## src/rtl/lcd_ctl_pkg.sv

```systemverilog
package lcd_ctl_pkg;
  localparam int NUM_FLAGS = 7;

  // status bit positions
  localparam int FLG_DONE  = 0;
  localparam int FLG_VSYNC = 1;
  localparam int FLG_SYNC  = 2;
  localparam int FLG_ACB   = 3;
  localparam int FLG_LINE  = 4;
  localparam int FLG_FUF   = 5;
  localparam int FLG_PAL   = 6;

  // control bit positions
  localparam int CB_RUN   = 0;
  localparam int CB_IE_LO = 2;
  localparam int CB_IE_HI = 6;
  localparam int CB_TFT   = 7;
  localparam int CB_LM_LO = 20;
  localparam int CB_LM_HI = 21;

  typedef enum logic [1:0] {
    LM_PAL_FRAME = 2'b00,
    LM_PAL_ONLY  = 2'b01,
    LM_FRAME     = 2'b10,
    LM_RSVD      = 2'b11
  } load_mode_e;

  // packed msb first: bit 4 = control bit 6
  typedef struct packed {
    logic ie_line;
    logic ie_line_nirq;
    logic ie_pal;
    logic ie_done;
    logic ie_vsync;
  } irq_en_t;

  typedef struct packed {
    load_mode_e mode;
    logic       tft;
    irq_en_t    ie;
    logic       run;
  } ctrl_t;
endpackage

```

## src/rtl/lcd_ctl_regs.sv

```systemverilog
module lcd_ctl_regs
  import lcd_ctl_pkg::*;
#(
  parameter int DATA_W    = 32,
  parameter int ADDR_W    = 2,
  parameter int CTRL_ADDR = 0,
  parameter int STAT_ADDR = 1
) (
  input  logic                 clk_i,
  input  logic                 rst_ni,
  input  logic                 valid_i,
  input  logic                 write_i,
  input  logic [ADDR_W-1:0]    addr_i,
  input  logic [DATA_W-1:0]    wdata_i,
  input  logic [NUM_FLAGS-1:0] status_i,
  output ctrl_t                ctrl_o,
  output logic                 run_set_o,
  output logic                 run_clr_o,
  output logic [NUM_FLAGS-1:0] wr_clr_o,
  output logic [DATA_W-1:0]    rdata_o
);
  localparam logic [ADDR_W-1:0] CtrlA = ADDR_W'(CTRL_ADDR);
  localparam logic [ADDR_W-1:0] StatA = ADDR_W'(STAT_ADDR);

  logic  ctrl_wr, stat_wr;
  ctrl_t ctrl_q, ctrl_d;
  logic  unused_wdata;

  assign ctrl_wr = valid_i & write_i & (addr_i == CtrlA);
  assign stat_wr = valid_i & write_i & (addr_i == StatA);

  assign ctrl_d.run  = wdata_i[CB_RUN];
  assign ctrl_d.ie   = irq_en_t'(wdata_i[CB_IE_HI:CB_IE_LO]);
  assign ctrl_d.tft  = wdata_i[CB_TFT];
  assign ctrl_d.mode = load_mode_e'(wdata_i[CB_LM_HI:CB_LM_LO]);

  assign unused_wdata = ^{wdata_i[CB_IE_LO-1:CB_RUN+1], wdata_i[CB_LM_LO-1:CB_TFT+1],
                          wdata_i[DATA_W-1:CB_LM_HI+1]};

  always_ff @(posedge clk_i or negedge rst_ni) begin
    if (!rst_ni)      ctrl_q <= '0;
    else if (ctrl_wr) ctrl_q <= ctrl_d;
  end

  assign ctrl_o    = ctrl_q;
  assign run_set_o = ctrl_wr & wdata_i[CB_RUN];
  assign run_clr_o = ctrl_wr & ~wdata_i[CB_RUN];
  assign wr_clr_o  = stat_wr ? ~wdata_i[NUM_FLAGS-1:0] : '0;

  always_comb begin
    rdata_o = '0;
    if (addr_i == CtrlA) begin
      rdata_o[CB_RUN]            = ctrl_q.run;
      rdata_o[CB_IE_HI:CB_IE_LO] = ctrl_q.ie;
      rdata_o[CB_TFT]            = ctrl_q.tft;
      rdata_o[CB_LM_HI:CB_LM_LO] = ctrl_q.mode;
    end else if (addr_i == StatA) begin
      rdata_o[NUM_FLAGS-1:0] = status_i;
    end
  end
endmodule

```

## src/rtl/lcd_ctl_seq.sv

```systemverilog
module lcd_ctl_seq (
  input  logic clk_i,
  input  logic rst_ni,
  input  logic run_set_i,
  input  logic run_clr_i,
  input  logic frame_end_i,
  output logic active_o,
  output logic done_o
);
  logic active_q, stop_pend_q;

  // stop only at a frame boundary; a new run request cancels a pending stop
  always_ff @(posedge clk_i or negedge rst_ni) begin
    if (!rst_ni) begin
      active_q    <= 1'b0;
      stop_pend_q <= 1'b0;
    end else if (run_set_i) begin
      active_q    <= 1'b1;
      stop_pend_q <= 1'b0;
    end else if (stop_pend_q && frame_end_i) begin
      active_q    <= 1'b0;
      stop_pend_q <= 1'b0;
    end else if (run_clr_i && active_q) begin
      stop_pend_q <= 1'b1;
    end
  end

  assign active_o = active_q;
  assign done_o   = stop_pend_q & frame_end_i & ~run_set_i;
endmodule

```

## src/rtl/lcd_ctl_flags.sv

```systemverilog
module lcd_ctl_flags
  import lcd_ctl_pkg::*;
(
  input  logic                 clk_i,
  input  logic                 rst_ni,
  input  logic [NUM_FLAGS-1:0] set_i,
  input  logic [NUM_FLAGS-1:0] wr_clr_i,
  input  logic                 run_set_i,
  input  logic                 run_clr_i,
  input  load_mode_e           mode_i,
  output logic [NUM_FLAGS-1:0] flags_o
);
  logic [NUM_FLAGS-1:0] clr;
  logic                 unused_clr;

  always_comb begin
    clr            = '0;
    clr[FLG_DONE]  = run_set_i;
    clr[FLG_VSYNC] = wr_clr_i[FLG_VSYNC];
    clr[FLG_SYNC]  = run_clr_i;
    clr[FLG_ACB]   = wr_clr_i[FLG_ACB];
    clr[FLG_LINE]  = wr_clr_i[FLG_LINE];
    clr[FLG_FUF]   = run_clr_i;
    clr[FLG_PAL]   = (mode_i == LM_PAL_ONLY) ? wr_clr_i[FLG_PAL] : run_clr_i;
  end

  assign unused_clr = ^{wr_clr_i[FLG_DONE], wr_clr_i[FLG_SYNC], wr_clr_i[FLG_FUF]};

  for (genvar i = 0; i < NUM_FLAGS; i++) begin : g_flag
    always_ff @(posedge clk_i or negedge rst_ni) begin
      if (!rst_ni)        flags_o[i] <= 1'b0;
      else if (set_i[i])  flags_o[i] <= 1'b1;  // event beats clear
      else if (clr[i])    flags_o[i] <= 1'b0;
    end
  end
endmodule

```

## src/rtl/lcd_ctl_irq.sv

```systemverilog
module lcd_ctl_irq
  import lcd_ctl_pkg::*;
(
  input  logic [NUM_FLAGS-1:0] flags_i,
  input  irq_en_t              ie_i,
  output logic                 irq_o
);
  logic masked, fatal;
  logic unused_bits;

  assign masked = (flags_i[FLG_DONE]  & ie_i.ie_done)
                | (flags_i[FLG_VSYNC] & ie_i.ie_vsync)
                | (flags_i[FLG_PAL]   & ie_i.ie_pal)
                | (flags_i[FLG_LINE]  & ie_i.ie_line);
  assign fatal  = flags_i[FLG_SYNC] | flags_i[FLG_FUF];
  assign irq_o  = masked | fatal;

  assign unused_bits = flags_i[FLG_ACB] ^ ie_i.ie_line_nirq;
endmodule

```

## src/rtl/lcd_ctl_status.sv

```systemverilog
module lcd_ctl_status
  import lcd_ctl_pkg::*;
#(
  parameter int DATA_W    = 32,
  parameter int ADDR_W    = 2,
  parameter int CTRL_ADDR = 0,
  parameter int STAT_ADDR = 1
) (
  input  logic              clk_i,
  input  logic              rst_ni,
  input  logic              bus_valid_i,
  input  logic              bus_write_i,
  input  logic [ADDR_W-1:0] bus_addr_i,
  input  logic [DATA_W-1:0] bus_wdata_i,
  output logic [DATA_W-1:0] bus_rdata_o,
  input  logic              frame_end_i,
  input  logic              vsync_i,
  input  logic              sync_lost_i,
  input  logic              acb_i,
  input  logic              line_i,
  input  logic              fifo_underflow_i,
  input  logic              palette_done_i,
  output logic              active_o,
  output logic              tft_o,
  output logic [1:0]        load_mode_o,
  output logic              irq_o
);
  ctrl_t                ctrl;
  logic                 run_set, run_clr, done_evt, active;
  logic [NUM_FLAGS-1:0] wr_clr, evt, status_q;

  lcd_ctl_regs #(
    .DATA_W(DATA_W), .ADDR_W(ADDR_W), .CTRL_ADDR(CTRL_ADDR), .STAT_ADDR(STAT_ADDR)
  ) u_regs (
    .clk_i, .rst_ni,
    .valid_i   (bus_valid_i),
    .write_i   (bus_write_i),
    .addr_i    (bus_addr_i),
    .wdata_i   (bus_wdata_i),
    .status_i  (status_q),
    .ctrl_o    (ctrl),
    .run_set_o (run_set),
    .run_clr_o (run_clr),
    .wr_clr_o  (wr_clr),
    .rdata_o   (bus_rdata_o)
  );

  lcd_ctl_seq u_seq (
    .clk_i, .rst_ni,
    .run_set_i   (run_set),
    .run_clr_i   (run_clr),
    .frame_end_i (frame_end_i),
    .active_o    (active),
    .done_o      (done_evt)
  );

  always_comb begin
    evt            = '0;
    evt[FLG_DONE]  = done_evt;
    evt[FLG_VSYNC] = active & vsync_i;
    evt[FLG_SYNC]  = active & sync_lost_i;
    evt[FLG_ACB]   = active & acb_i;
    evt[FLG_LINE]  = active & line_i;
    evt[FLG_FUF]   = active & fifo_underflow_i;
    evt[FLG_PAL]   = active & palette_done_i;
  end

  lcd_ctl_flags u_flags (
    .clk_i, .rst_ni,
    .set_i     (evt),
    .wr_clr_i  (wr_clr),
    .run_set_i (run_set),
    .run_clr_i (run_clr),
    .mode_i    (ctrl.mode),
    .flags_o   (status_q)
  );

  lcd_ctl_irq u_irq (
    .flags_i (status_q),
    .ie_i    (ctrl.ie),
    .irq_o   (irq_o)
  );

  assign active_o    = active;
  assign tft_o       = ctrl.tft;
  assign load_mode_o = ctrl.mode;
endmodule

```

## config.mk

```make
export PLATFORM = sky130hd
export DESIGN_NAME = lcd_ctl_status
export DESIGN_NICKNAME = d
export VERILOG_FILES = /design/src/rtl/lcd_ctl_pkg.sv /design/src/rtl/lcd_ctl_regs.sv /design/src/rtl/lcd_ctl_seq.sv /design/src/rtl/lcd_ctl_flags.sv /design/src/rtl/lcd_ctl_irq.sv /design/src/rtl/lcd_ctl_status.sv
export SDC_FILE = /design/constraint.sdc
export NUM_CORES = 1
export LEC_CHECK = 0
export CORE_ASPECT_RATIO = 0.75
export CORE_MARGIN = 8
export CORE_UTILIZATION = 31
export DETAILED_ROUTE_END_ITERATION = 10
export GPL_TIMING_DRIVEN = 1
export PLACE_DENSITY = 0.76
export SLEW_MARGIN = 15
export SYNTH_ARGS = -nofsm -noshare
export SYNTH_HDL_FRONTEND = slang
export SYNTH_HIERARCHICAL = 1
export SYNTH_SLANG_ARGS = --single-unit
```

## constraint.sdc

```tcl
create_clock -name clk_i -period 1.05 [get_ports clk_i]
set_input_delay 0.1575 -clock clk_i [delete_from_list [all_inputs] [get_ports clk_i]]
set_output_delay 0.1575 -clock clk_i [all_outputs]
set_load 0.05 [all_outputs]
```

Word level (Yosys, flattened, before mapping)
Index checks and enable logic that the tools add are counted.
Widths: inputs -> output; s select.
{ "word_totals": {"reg_bits": 18, "inputBits": 45, "out_inout_bits": 37, "word_cells": 82} }
{ "op_classes": {"eq_ne": 2, "muxes": 26, "bitwise_logic": 25, "n_reduce_logical": 12} }
{ "ops": {"columns": ["op", "count"], "rows": [
  ["$mux 1", 22],
  ["$and 1x1->1", 17],
  ["$reduce_bool 2->1", 8],
  ["$mux 7", 2],
  ["$not 7->7", 1],
  ["$mux 5", 1],
  ["$or 1x1->1", 5],
  ["$eq 2x1->1 const B", 2],
  ["$reduce_bool 3->1", 1],
  ["$logic_and 1x1->1", 2],
  ["$logic_not 2->1", 1],
  ["$mux 2", 1],
  ["$not 1->1", 2]
]} }

Logic depth before layout (Yosys ltp)
Gate-level depths: netlist of the first run.
{ "depth": {"depth_word": 7, "ltp_mapped": 6} }

By module
Netlist of the first run, hierarchy kept.
{ "by_module_without_submodules": {"columns": ["module", "instances", "cells_per_inst", "area_each_um2", "seq_area_each_um2"], "rows": [
  ["lcd_ctl_regs", 1, 72, 709.4, 225.2],
  ["lcd_ctl_flags", 1, 21, 267.8, 175.2],
  ["lcd_ctl_seq", 1, 8, 83.8, 50.0],
  ["lcd_ctl_status", 1, 6, 37.5, 0.0],
  ["lcd_ctl_irq", 1, 3, 21.3, 0.0]
]} }

Worst setup path before layout of the first run
No wires, ideal clock.
{ "synth_path": {"path_kind": "input to register", "from": "in bus_addr_i[1]", "to": "reg u_flags.flags_o[6]", "setup_time_ps": 126, "arrival_time_ps": 1255, "required_ps": 924, "setup_slack_ps": -331, "stages": 6, "path_buffers": 2, "path_cell_list": "buf_2 > nor4bb_4 > buf_6 > nor2b_1 > inv_1 > a311o_1"} }
{ "synth_between": {"elab_chain_len": 5, "elab_cells_between_ends": 8, "classes_between": "eq/ne: 1; mux: 2; bitwise: 3; reduce/logical: 2"} }
{ "synth_rtl": {"columns": ["element", "line_no", "rtl"], "rows": [
  ["from (decl)", "lcd_ctl_status.sv:13", "input logic [ADDR_W-1:0] bus_addr_i,"],
  ["$logic_not 2->1", "lcd_ctl_regs.sv:29", "assign ctrl_wr = valid_i & write_i & (addr_i == CtrlA);"],
  ["$and 1x1->1", "lcd_ctl_regs.sv:29", null],
  ["$and 1x1->1", "lcd_ctl_regs.sv:47", "assign run_clr_o = ctrl_wr & ~wdata_i[CB_RUN];"],
  ["named net run_clr", "lcd_ctl_status.sv:29", "logic run_set, run_clr, done_evt, active;"],
  ["$mux 1", "lcd_ctl_flags.sv:24", "clr[FLG_PAL] = (mode_i == LM_PAL_ONLY) ? wr_clr_i[FLG_PAL] : run_clr_i;"],
  ["$reduce_bool 2->1 (no line)", null, null],
  ["to (signal, indexed assignment)", "lcd_ctl_flags.sv:31", "if (!rst_ni) flags_o[i] <= 1'b0;"],
  ["to (signal, indexed assignment)", "lcd_ctl_flags.sv:32", "else if (set_i[i]) flags_o[i] <= 1'b1;"],
  ["to (signal, indexed assignment)", "lcd_ctl_flags.sv:33", "else if (clr[i]) flags_o[i] <= 1'b0;"],
  ["to (decl)", "lcd_ctl_flags.sv:11", "output logic [NUM_FLAGS-1:0] flags_o"]
]} }
The timed path passes the listed nets, and every way through them passes these cells.
A chain may end at the register's enable or synchronous reset.

Final worst setup path of the first run
{ "layout_path": {"from": "reg u_regs.ctrl_q (netlist bit u_regs/ctrl_o[3])", "to": "out irq_o"} }
{ "layout_between": {"elab_chain_len": 4} }
{ "layout_rtl": {"columns": ["element", "line_no", "rtl"], "rows": [
  ["from (decl)", "lcd_ctl_regs.sv:26", "ctrl_t ctrl_q, ctrl_d;"],
  ["from (signal assigned)", "lcd_ctl_regs.sv:42", "else if (ctrl_wr) ctrl_q <= ctrl_d;"],
  ["$and 1x1->1", "lcd_ctl_irq.sv:13", "| (flags_i[FLG_PAL] & ie_i.ie_pal)"],
  ["$or 1x1->1", "lcd_ctl_irq.sv:13", null],
  ["$or 1x1->1", "lcd_ctl_irq.sv:14", "| (flags_i[FLG_LINE] & ie_i.ie_line);"],
  ["$or 1x1->1", "lcd_ctl_irq.sv:16", "assign irq_o = masked | fatal;"],
  ["to (decl)", "lcd_ctl_status.sv:26", "output logic irq_o"]
]} }
No other way between the ends.

==> metrics.txt, run 1 <==
status=finished, violations left; failing checks=setup timing; Root Buffer=clkbuf_8; Final Slew Violations=0; clock network power share=15.3%; Net Sw Frac=37.1%; row cnt=18; Ys Warns=6; Vias/cell=4.36; Setup WS post-layout=-0.402 ns; fin crit period=1.45 ns; leakage power=0.898 nW; Die Height=67.8 um; pre-CTS setup slack=-0.700 ns; startpoint types=flip-flop; buffers from clock root to sink, at most=2; Storage cell area=455 um2; worst vdd ir=1.34 mV; post-route ant nets=0; Syn-to-layout area delta=78.6%; # Max-Cap Violations=0; Final Non-Filler Cells=212; sequential fraction of design power=29.2%; H-tree depth=1; Final GP Congestion=0.770; worst clock skew=0.00438 ns; area of the multi-input gates=632 um2; iteration-0 DRC count of the detailed router=12; initial antenna violation count=0; data arrival time of the critical path=1.29 ns; # clock sinks=18; Required @ worst endpoint=0.89 ns; DR WL/cell=15.8 um; largest net degree at the start of global routing=19; kind of critical path=flip-flop to output port; Ant. Diodes=0; Worst-path clk slew=0.07 ns; worst skew pair latency=0.25 ns; layout cell share with drive strength beyond 1=50.6%; count of final setup violators=18; RSZ-0062 raised after global routing=yes; Fillers=271; CTS tree=done; Comb power frac=55.5%; DIE WIDTH=85.1 um; synthesized area per cell=10.4 um2; Core Area=3360 um2; port bufs=37; GR Overflow Total=0; vias in the first global route=1,026; # hold bufs at CTS=0; synthesized instance count=107; total track usage=11.6%; Net Switching=1.22 mW; internal power=2.06 mW; r2r worst-path depth=3; synthesized area=1110 um2; DR vias=925; Placed Cells=201; DP HPWL=2530 um; Power per Cell Area=1660 nW/um2; crit path capture type=output port; I/O pin cnt=82; Initial Util=33.0%; Residual DRC=0; crit share post-route=138%; fmax=689 MHz; setup TNS=-2.63 ns; Pwr Total=3.28 mW; final WL=3350 um; Critical Path Fanout Max=2; 1st-pass router iterations=4; final hold violations=0; Hold Path Class=input pin to asynchronous set/reset pin; Num CTS Buffers=3; final net count=218; first-pass GRT wire length=5200 um; final core occ=59.0%; Die ar.=5770 um2
## area by class of cell
class / instances / area share, %
clock buffer: 4 / 2.28
inverter: 5 / 0.948
multi-input combinational: 80 / 31.9
sequential: 18 / 23.0
tap: 40 / 2.53
timing repair buffer: 65 / 39.3
## cells in the final DEF, fill, tap and decap left out, drive strengths merged
master         count
inv                5
a222oi             1
clkbuf             5
nand2              2
mux2               9
a211oi             1
a21oi              1
conb              22
nor2b              1
nand4b             1
nor4bb             1
and2              10
and4bb             1
clkdlybuf4s50     18
dfrtp             18
a311o              1
buf               46
and3b              1
mux2i              6
nand2b             2
a21o               7
nand3b             1
nor2              12
## flip-flops by register name (all words and copies together), names as in the netlist
signal             cells
u_flags/flags_o        7
u_regs/ctrl_o          9
u_seq/active_o         1
u_seq/stop_pend_q      1
## metal layers
metal,vias up,track usage (%),share of wire [%]
met5,-,0,0
met4,0,2.65,0.54
met3,2,5.94,11
met2,37,20.6,49
met1,441,12.2,40
li1,445,-,-
## power by group through the flow
stage / Clock [mW] / Sequential [mW] / Combinational, mW
floorplan: 0 / 1.08 / 0.682
global placement: 0 / 0.953 / 1.47
detailed placement: 0 / 0.960 / 1.50
CTS: 0.514 / 0.943 / 1.69
global route: 0.555 / 0.972 / 1.91
finish: 0.501 / 0.958 / 1.82
## final timing paths
path                            slack, ns        startpoint                 end
worst max register to register      -0.07  u_regs/ctrl_o[7]  u_flags/flags_o[6]
worst min-delay path                 0.23            rst_ni   u_seq/stop_pend_q
worst min register to register       0.52  u_regs/ctrl_o[4]    u_regs/ctrl_o[4]
min in group clk_i                   0.40     bus_addr_i[0]    u_regs/ctrl_o[0]
worst max-delay path                -0.40  u_regs/ctrl_o[3]               irq_o
max in group asynchronous            0.60            rst_ni    u_regs/ctrl_o[8]
## stage by stage
| step | cell area (um2) | hold slack, ns |
|---|---|---|
| 2_1_floorplan | 1220 | -0.138 |
| 3_3_place_gp | 1730 | 0.465 |
| 3_5_place_dp | 1730 | 0.498 |
| 4_1_cts | 1890 | 0.245 |
| 5_1_grt | 1980 | 0.264 |
| 6_report | 1980 | 0.234 |
## what timing repair did
action / CTS / global route
pin swaps: 5 / 7
setup buffers: 5 / 4
endpoints found under the setup margin: 32 / 29
resized for setup: 45 / 22
endpoints found under the hold margin: 0 / 0
## critical path, stage by stage, from the launching register on
cell and delay, ns:
dfrtp_1 0.38, a222oi_1 0.40, nand2_2 0.09, buf_6 0.17
Note: power is estimated with default switching activity, not from simulation.
==> inputs of run 2 (changes only) <==
--- a/config.mk
+++ b/config.mk
@@ -10,7 +10,7 @@
 export CORE_UTILIZATION = 31
 export DETAILED_ROUTE_END_ITERATION = 10
 export GPL_TIMING_DRIVEN = 1
-export PLACE_DENSITY = 0.76
+export PLACE_DENSITY = 0.82
 export SLEW_MARGIN = 15
 export SYNTH_ARGS = -nofsm -noshare
 export SYNTH_HDL_FRONTEND = slang
==> run 2 against run 1 <==
Compared with the run above: the flow still finishes with violations (setup timing); sequential cell count did not move; combinational power is 10% lower; clock power is 2% lower; largest power group unchanged; highest routed layer unchanged.
==> metrics.txt, run 2 (same netlist as run 1, synthesis figures left out) <==
status=finished, violations left; failing checks=setup timing; final WL=3380 um (+0.96%); DR vias=927 (+0.22%); I/O pin cnt=82 (unchanged); max reg flops=9 (unchanged); GR Overflow Total=0 (unchanged); r2r worst-path depth=3 (unchanged); commonest non-fill, non-tap cell in the layout=conb_1; WHS=0.244 ns (+0.0102 ns); H-tree depth=1 (unchanged); Die ar.=5770 um2 (unchanged); Ant. Diodes=0 (unchanged); crit path capture type=output port; 1st-pass router iterations=4 (unchanged); Residual DRC=0 (unchanged); Setup WS post-layout=-0.402 ns (-0.000521 ns); iteration-0 DRC count of the detailed router=42 (+30); Worst-path clk slew=0.07 ns (about the same); total track usage=12.2% (+0.65 points); final core occ=57.1% (-1.9 points); port bufs=37 (unchanged); Required @ worst endpoint=0.89 ns (about the same); final net count=215 (-1.4%); # Max-Cap Violations=0 (unchanged); # clock sinks=18 (unchanged); layout cell share with drive strength beyond 1=44.4% (-6.2 points); Final Slew Violations=0 (unchanged); Final GP Congestion=0.803 (+4.3%); worst clock skew=0.00761 ns (+0.00323 ns); RSZ-0062 raised after global routing=yes; Core Area=3360 um2 (unchanged); Vias/cell=4.44 (+1.7%); startpoint types=flip-flop; Worst Setup EP=irq_o; Critical Path Fanout Max=2 (unchanged); Die Height=67.8 um (unchanged); Power per Cell Area=1620 nW/um2 (-2.2%); vias in the first global route=1,060 (+3.3%); Hold Path Class=input pin to asynchronous set/reset pin; kind of critical path=flip-flop to output port; data arrival time of the critical path=1.29 ns (about the same); worst vdd ir=0.758 mV (-44%); final hold violations=0 (unchanged); CP startpoint=u_regs/ctrl_o[3]; Initial Util=33.0% (unchanged); CTS tree=done; most frequent cells in the layout=conb_1 (22), clkdlybuf4s50_1 (18), buf_12 (15); crit share post-route=138% (about the same); fin crit period=1.45 ns (+0.000521 ns); post-route ant nets=0 (unchanged); Num CTS Buffers=3 (unchanged); Root Buffer=clkbuf_8; R2R Setup Slk=-0.10 ns (-0.03 ns); DP HPWL=2530 um (about the same); DIE WIDTH=85.1 um (unchanged); Syn-to-layout area delta=72.9%; largest net degree at the start of global routing=19 (unchanged); DR WL/cell=16.2 um (+2.4%); initial antenna violation count=0 (unchanged); r2r startpoint=u_flags/flags_o[6]; fmax=689 MHz (about the same); row cnt=18 (unchanged); reg-to-reg endpoint=u_flags/flags_o[6]; count of final setup violators=15 (-3); buffers from clock root to sink, at most=2 (unchanged); first-pass GRT wire length=5390 um (+3.6%); leakage power=0.872 nW (-2.9%); worst skew pair latency=0.25 ns (about the same)
-- run 2: cell types whose count changed in the layout (fill, tap and decap cells not counted), sizes merged --
cell / change
clkbuf: -1
buf: -2
-- run 2: power by group --
part           internal (mW)  switching (mW)
Combinational          0.831           0.804
Clock                  0.269           0.223
Sequential             0.841           0.136
Total                   1.94            1.16
-- run 2: metrics by stage --
stage               instances  setup WS (ns)  area, um2  power [mW]  setup TNS [ns]
detailed placement        200         -0.714       1730        2.46          -16.37
global placement          200         -0.633       1730        2.42          -15.02
CTS                       208         -0.413       1890        3.07           -2.65
floorplan                 128         -0.253       1220        1.76           -3.12
finish                    209         -0.402       1920        3.11           -2.60
global route              209         -0.473       1920        3.25           -3.22
-- run 2: worst min-delay path by stage --
stage / depth (start not counted) / slack, ns / to / start
floorplan: 0 / -0.14 / u_flags/flags_o[0] / rst_ni
detailed placement: 1 / 0.47 / u_flags/flags_o[3] / u_flags/flags_o[3]
global placement: 1 / 0.46 / u_flags/flags_o[3] / u_flags/flags_o[3]
finish: 2 / 0.24 / u_flags/flags_o[0] / rst_ni
global route: 2 / 0.26 / u_seq/stop_pend_q / rst_ni
CTS: 2 / 0.25 / u_regs/ctrl_o[0] / rst_ni
-- run 2: layer usage --
metal  vias to the layer above  GRT usage [%]  share of wire, %
met1                       446           13.1                37
met3                         6           5.82                11
li1                        436              -                 -
met5                         -              0                 0
met2                        39           20.5                50
met4                         0           5.96               2.0
-- run 2: worst max-delay path, cell delays in order (launching register included) --
cell and delay, ns:
dfrtp_1 0.38, a222oi_1 0.40, nand2_2 0.10, buf_6 0.17
-- run 2: timing repair --
item                                    in CTS  in global routing
endpoints found under the hold margin        0                  0
endpoints found under the setup margin      32                 25
gates cloned                                 1                  0
gates resized for setup                     46                  8
pin swaps                                    5                  5
hold buffers                                 0                  0
setup buffers                                4                  3
-- run 2: cell type report --
class                      instances  area [um2]
timing repair buffer              62         757
inverter                           5        18.8
fill                             281        1440
sequential                        18         455
multi-input combinational         80         591
tap                               40        50.0
clock buffer                       4        45.0
